[config.mk]
export PLATFORM = sky130hd
export DESIGN_NAME = lcp_pair
export DESIGN_NICKNAME = d
export VERILOG_FILES = /design/src/rtl/lcp_pkg.sv /design/src/rtl/lcp_cell.sv /design/src/rtl/lcp_seq.sv /design/src/rtl/lcp_pair.sv
export SDC_FILE = /design/constraint.sdc
export NUM_CORES = 1
export LEC_CHECK = 0
export ABC_AREA = 1
export BUFFER_PORTS_ARGS = -buffer_cell sky130_fd_sc_hd__buf_2
export CAP_MARGIN = 20
export CELL_PAD_IN_SITES_DETAIL_PLACEMENT = 0
export CELL_PAD_IN_SITES_GLOBAL_PLACEMENT = 1
export CORE_ASPECT_RATIO = 1.4
export CORE_MARGIN = 4
export CORE_UTILIZATION = 28
export CTS_CLUSTER_SIZE = 20
export DETAILED_ROUTE_END_ITERATION = 12
export MAX_ROUTING_LAYER = met4
export PLACE_DENSITY = 0.72
export SLEW_MARGIN = 20
export SYNTH_ARGS = -nofsm -noshare
export SYNTH_HDL_FRONTEND = slang
export SYNTH_HIERARCHICAL = 1
export SYNTH_SLANG_ARGS = --single-unit
[constraint.sdc]
create_clock -name clk -period 1.9 [get_ports clk]
set_input_delay 0.285 -clock clk [delete_from_list [all_inputs] [get_ports clk]]
set_output_delay 0.285 -clock clk [all_outputs]
set_load 0.005 [all_outputs]
[src/rtl/lcp_pkg.sv]
package lcp_pkg;
  localparam int SEQ_W = 3;
  localparam int FLT_W = 2;

  typedef enum logic [SEQ_W-1:0] {
    SEQ_OFF    = 3'd0,
    SEQ_DFF    = 3'd1,
    SEQ_JK     = 3'd2,
    SEQ_DLATCH = 3'd3,
    SEQ_RS     = 3'd4
  } seq_mode_e;

  typedef enum logic [FLT_W-1:0] {
    FLT_OFF    = 2'd0,
    FLT_SYNC   = 2'd1,
    FLT_GLITCH = 2'd2
  } flt_mode_e;

  function automatic logic jk_next(input logic q, input logic j, input logic k);
    case ({j, k})
      2'b10:   return 1'b1;
      2'b01:   return 1'b0;
      2'b11:   return ~q;
      default: return q;
    endcase
  endfunction

  function automatic logic rs_next(input logic q, input logic s, input logic r);
    if (s && !r) return 1'b1;
    if (r && !s) return 1'b0;
    return q;
  endfunction
endpackage

[src/rtl/lcp_cell.sv]
module lcp_cell
  import lcp_pkg::*;
#(
  parameter int NUM_IN     = 3,
  parameter int FILT_DEPTH = 4,
  parameter int SYNC_DEPTH = 2
) (
  input  logic                     clk,
  input  logic                     rst,
  input  logic [NUM_IN-1:0]        sel,
  input  logic [(1<<NUM_IN)-1:0]   tt,
  input  logic [FLT_W-1:0]         filt_mode,
  input  logic                     edge_en,
  output logic                     cell_o
);
  localparam int SHR_W = FILT_DEPTH - 1;

  logic             lut_v;
  logic [SHR_W-1:0] shr;
  logic             flt_q;
  logic             agree;
  logic             sync_v;
  logic             cond_v;
  logic             prev_q;
  logic             rise_v;

  assign lut_v  = tt[sel];
  assign agree  = (&shr) | ~(|shr);
  assign sync_v = shr[SYNC_DEPTH-1];

  always_ff @(posedge clk) begin
    if (rst) begin
      shr   <= '0;
      flt_q <= 1'b0;
    end else begin
      shr   <= {shr[SHR_W-2:0], lut_v};
      if (agree) flt_q <= shr[SHR_W-1];
    end
  end

  always_comb begin
    case (flt_mode_e'(filt_mode))
      FLT_SYNC:   cond_v = sync_v;
      FLT_GLITCH: cond_v = flt_q;
      default:    cond_v = lut_v;
    endcase
  end

  always_ff @(posedge clk) begin
    if (rst) prev_q <= 1'b0;
    else     prev_q <= cond_v;
  end

  assign rise_v = cond_v & ~prev_q;
  assign cell_o = edge_en ? rise_v : cond_v;
endmodule

[src/rtl/lcp_seq.sv]
module lcp_seq
  import lcp_pkg::*;
(
  input  logic             clk,
  input  logic             rst,
  input  logic [SEQ_W-1:0] mode,
  input  logic             a,
  input  logic             b,
  output logic             y
);
  logic q;
  logic q_nxt;

  always_comb begin
    y     = q;
    q_nxt = q;
    case (seq_mode_e'(mode))
      SEQ_DFF:    q_nxt = b ? a : q;
      SEQ_JK:     q_nxt = jk_next(q, a, b);
      SEQ_DLATCH: begin
        y     = b ? a : q;
        q_nxt = y;
      end
      SEQ_RS:     q_nxt = rs_next(q, a, b);
      default:    y = a;
    endcase
  end

  always_ff @(posedge clk) begin
    if (rst) q <= 1'b0;
    else     q <= q_nxt;
  end
endmodule

[src/rtl/lcp_pair.sv]
module lcp_pair
  import lcp_pkg::*;
#(
  parameter int NUM_IN     = 3,
  parameter int FILT_DEPTH = 4,
  parameter int SYNC_DEPTH = 2
) (
  input  logic                   clk,
  input  logic                   rst,
  input  logic [NUM_IN-1:0]      in_even,
  input  logic [NUM_IN-1:0]      in_odd,
  input  logic [(1<<NUM_IN)-1:0] tt_even,
  input  logic [(1<<NUM_IN)-1:0] tt_odd,
  input  logic [1:0]             filt_even,
  input  logic [1:0]             filt_odd,
  input  logic                   edge_even,
  input  logic                   edge_odd,
  input  logic [2:0]             seq_mode,
  output logic                   cell_even_o,
  output logic                   cell_odd_o,
  output logic                   pair_o
);
  localparam int TT_W   = 1 << NUM_IN;
  localparam int NCELLS = 2;

  logic [NUM_IN-1:0] sel_a [NCELLS];
  logic [TT_W-1:0]   tt_a  [NCELLS];
  logic [FLT_W-1:0]  fm_a  [NCELLS];
  logic [NCELLS-1:0] ed_a;
  logic [NCELLS-1:0] co;
  logic              even_v;
  logic              odd_v;

  assign sel_a[0] = in_even;
  assign sel_a[1] = in_odd;
  assign tt_a[0]  = tt_even;
  assign tt_a[1]  = tt_odd;
  assign fm_a[0]  = filt_even;
  assign fm_a[1]  = filt_odd;
  assign ed_a     = {edge_odd, edge_even};

  for (genvar g = 0; g < NCELLS; g++) begin : g_cell
    lcp_cell #(
      .NUM_IN    (NUM_IN),
      .FILT_DEPTH(FILT_DEPTH),
      .SYNC_DEPTH(SYNC_DEPTH)
    ) u_cell (
      .clk      (clk),
      .rst      (rst),
      .sel      (sel_a[g]),
      .tt       (tt_a[g]),
      .filt_mode(fm_a[g]),
      .edge_en  (ed_a[g]),
      .cell_o   (co[g])
    );
  end

  assign even_v = co[0];
  assign odd_v  = co[1];

  lcp_seq u_seq (
    .clk (clk),
    .rst (rst),
    .mode(seq_mode),
    .a   (even_v),
    .b   (odd_v),
    .y   (pair_o)
  );

  assign cell_even_o = even_v;
  assign cell_odd_o  = odd_v;
endmodule

==> results.cfg <==
[floorplan]
start_util = 0.299
fp.dieH_um = 74.6
die_area_um2 = 4140
io_pins = 36
die_w_um = 55.5
rows = 23
coreArea_um2 = 2960

[worst_setup_path]
cp.arrival_ps = 1480
critPathLaunchType = primary input
critPathKind = primary input to output pin
crit_path_max_fanout = 4
cpPeakStageDelay_ps = 210
crit_slowest_cell = ha_4
crit_chain = buf_2 > inv_1 > ha_4 > a21o_1 > a21oi_4 > buf_4 > nand3_1 > nand3_1 > buf_2
required_ps = 1620
crit_path_end_kind = output pin

[sta]
fin_crit_sh = 0.929
period_needed_ps = 1760
drv_slew = 0
fmax_ghz = 0.567
layout_setup_ws_ps = 135
holdWs_ps = 358
slew-limit-headroom = 0.847
fin_skew_ps = 3.56
finalSetupViolCount = 0
hold_viol = 0
tightest_slew_ps = 229

[drt]
drt_iter0_markers = 17
first_pass_iters = 4
routedWlPerCell_um = 9.43
drtAntennaViolNets = 0
vias_per_cell = 4.39
drc = 0
vias = 970
wirelength_mm = 2.09

[placed_design]
gp_congestion = 0.914
placed_area_um2 = 1140
placedCellCount = 216
pre_cts_slack_ps = -136
io_buffers = 35
hpwl_mm = 1.74

[grt]
grt_pass1_vias = 963
grt.total_usage = 0.107
gr-total-overflow = 0
antenna_found_initial = 0
grt_max_degree = 12
grt_pass1_wl_mm = 3.55

[yosys]
yosys_warnings = 6
yosysSeqAreaShare = 0.249
yosys.cell_types.count = 18
syn_nets = 180
syn_area_um2 = 886
synth_area_per_cell_um2 = 6.33
synthCells = 140
synth_seq_cells = 11

[clock_network]
cts_root_buffer = clkbuf_8
htreeDepth = 1
cts.clk_slew.worst_paths_ps = 50
numClockSinks = 11
clockBufferDepth = 2
numCtsBuffers = 3
cts_tree = built
clk_latency_ps = 230
hold_buffers = 0

[layout]
fill_cells = 323
final_area_um2 = 1240
most-common-layout-cells = 34 x buf_2, 33 x inv_1, 30 x nand2_1
layout-drive-gt1-share = 0.353
diodes = 0
final_cell_count_no_fill = 221
fin_nets = 225
syn_to_final_growth_pct = 40.5
mostFrequentLayoutCell = buf_2

[outcome]
outcome = finished clean

[run]
maxCapViolCount = 0

[power_and_ir_drop]
peakVddDrop_mv = 0.241
power_leakage_nw = 0.705
p_per_area_nw_per_um2 = 558

[hold_path]
min_path_type = primary input to flop
[per-stage QoR]
step            util  power [W]  setup TNS, ps
2_1_floorplan      -   0.000366              0
3_3_place_gp   0.385   0.000448           -137
3_5_place_dp   0.385   0.000452           -162
4_1_cts        0.403   0.000685              0
5_1_grt        0.420   0.000753          -25.8
6_report       0.420   0.000695              0
[cells by family after synthesis]
kind of cell,after synthesis,share of synthesized area
compound gates,13,0.0960
fa+ha+maj,7,0.0989
buf+inv,37,0.157
flops,11,0.249
simple gates,72,0.400
[where the power goes]
| part | internal [W] | switching (W) |
|---|---|---|
| sequential | 0.000246 | 0.00000817 |
| combinational | 0.000102 | 0.000114 |
| clock | 0.000146 | 0.0000781 |
[cell type report]
type	count	area [µm²]	share of cell area
multi-input cells	92	578	0.464
flip-flops and latches	11	221	0.178
repair buffers	40	215	0.173
inverters	37	139	0.112
well taps	37	46.3	0.0372
clock buffers	4	45.0	0.0362
[worst max-delay path, delay by kind of cell]
| kind | cells | cell delay [ps] |
|---|---|---|
| adders and majority gates | 1 | 210 |
| AOI/OAI and AO/OA | 2 | 360 |
| and+or+nand+nor | 2 | 170 |
| buffers and inverters | 4 | 460 |
[registers in the layout, indices dropped and copies added (netlist names)]
name	cells
g_cell.u_cell/flt_q	2
g_cell.u_cell/prev_q	2
u_seq/q	1
g_cell.u_cell/shr	6
[Yosys cell counts, drive strengths merged]
| library cell | n | share of area |
|---|---|---|
| a21o | 4 | 0.034 |
| a21oi | 4 | 0.023 |
| dfxtp | 11 | 0.25 |
| ha | 7 | 0.099 |
| inv | 37 | 0.16 |
| nand2 | 32 | 0.14 |
| nand3 | 19 | 0.15 |
| nand3b | 2 | 0.017 |
| nand4 | 2 | 0.014 |
| nor2 | 15 | 0.064 |
| o211ai | 1 | 0.0085 |
| o21ai | 1 | 0.0056 |
| o21bai | 1 | 0.0085 |
| o31ai | 2 | 0.017 |
| or2 | 2 | 0.014 |
[per-layer routing]
metal | vias to the layer above | part of all wire | track usage
met4 | 0 | 0.012 | 0.0622
met5 | - | 0 | -
li1 | 518 | - | -
met1 | 424 | 0.40 | 0.100
met3 | 2 | 0.043 | 0.0139
met2 | 26 | 0.54 | 0.209
[path summary, 6_finish.rpt]
check	startpoint	to	slack, ps	cells after the start
min reg2reg	g_cell[1].u_cell/shr[0]$_SDFF_PP0_	g_cell[1].u_cell/shr[1]$_SDFF_PP0_	430	2
max reg2reg	g_cell[1].u_cell/shr[1]$_SDFF_PP0_	u_seq/q$_SDFFE_PP0P_	220	13
max	filt_even[0]	pair_o	140	9
min	rst	g_cell[1].u_cell/shr[1]$_SDFF_PP0_	360	2
[what timing repair did]
item | CTS | global route
pin swaps | 0 | 4
resized for setup | 1 | 12
setup endpoints to repair | 1 | 2
buffers inserted | 1 | 0
Note: power is estimated with default switching activity, not from simulation.
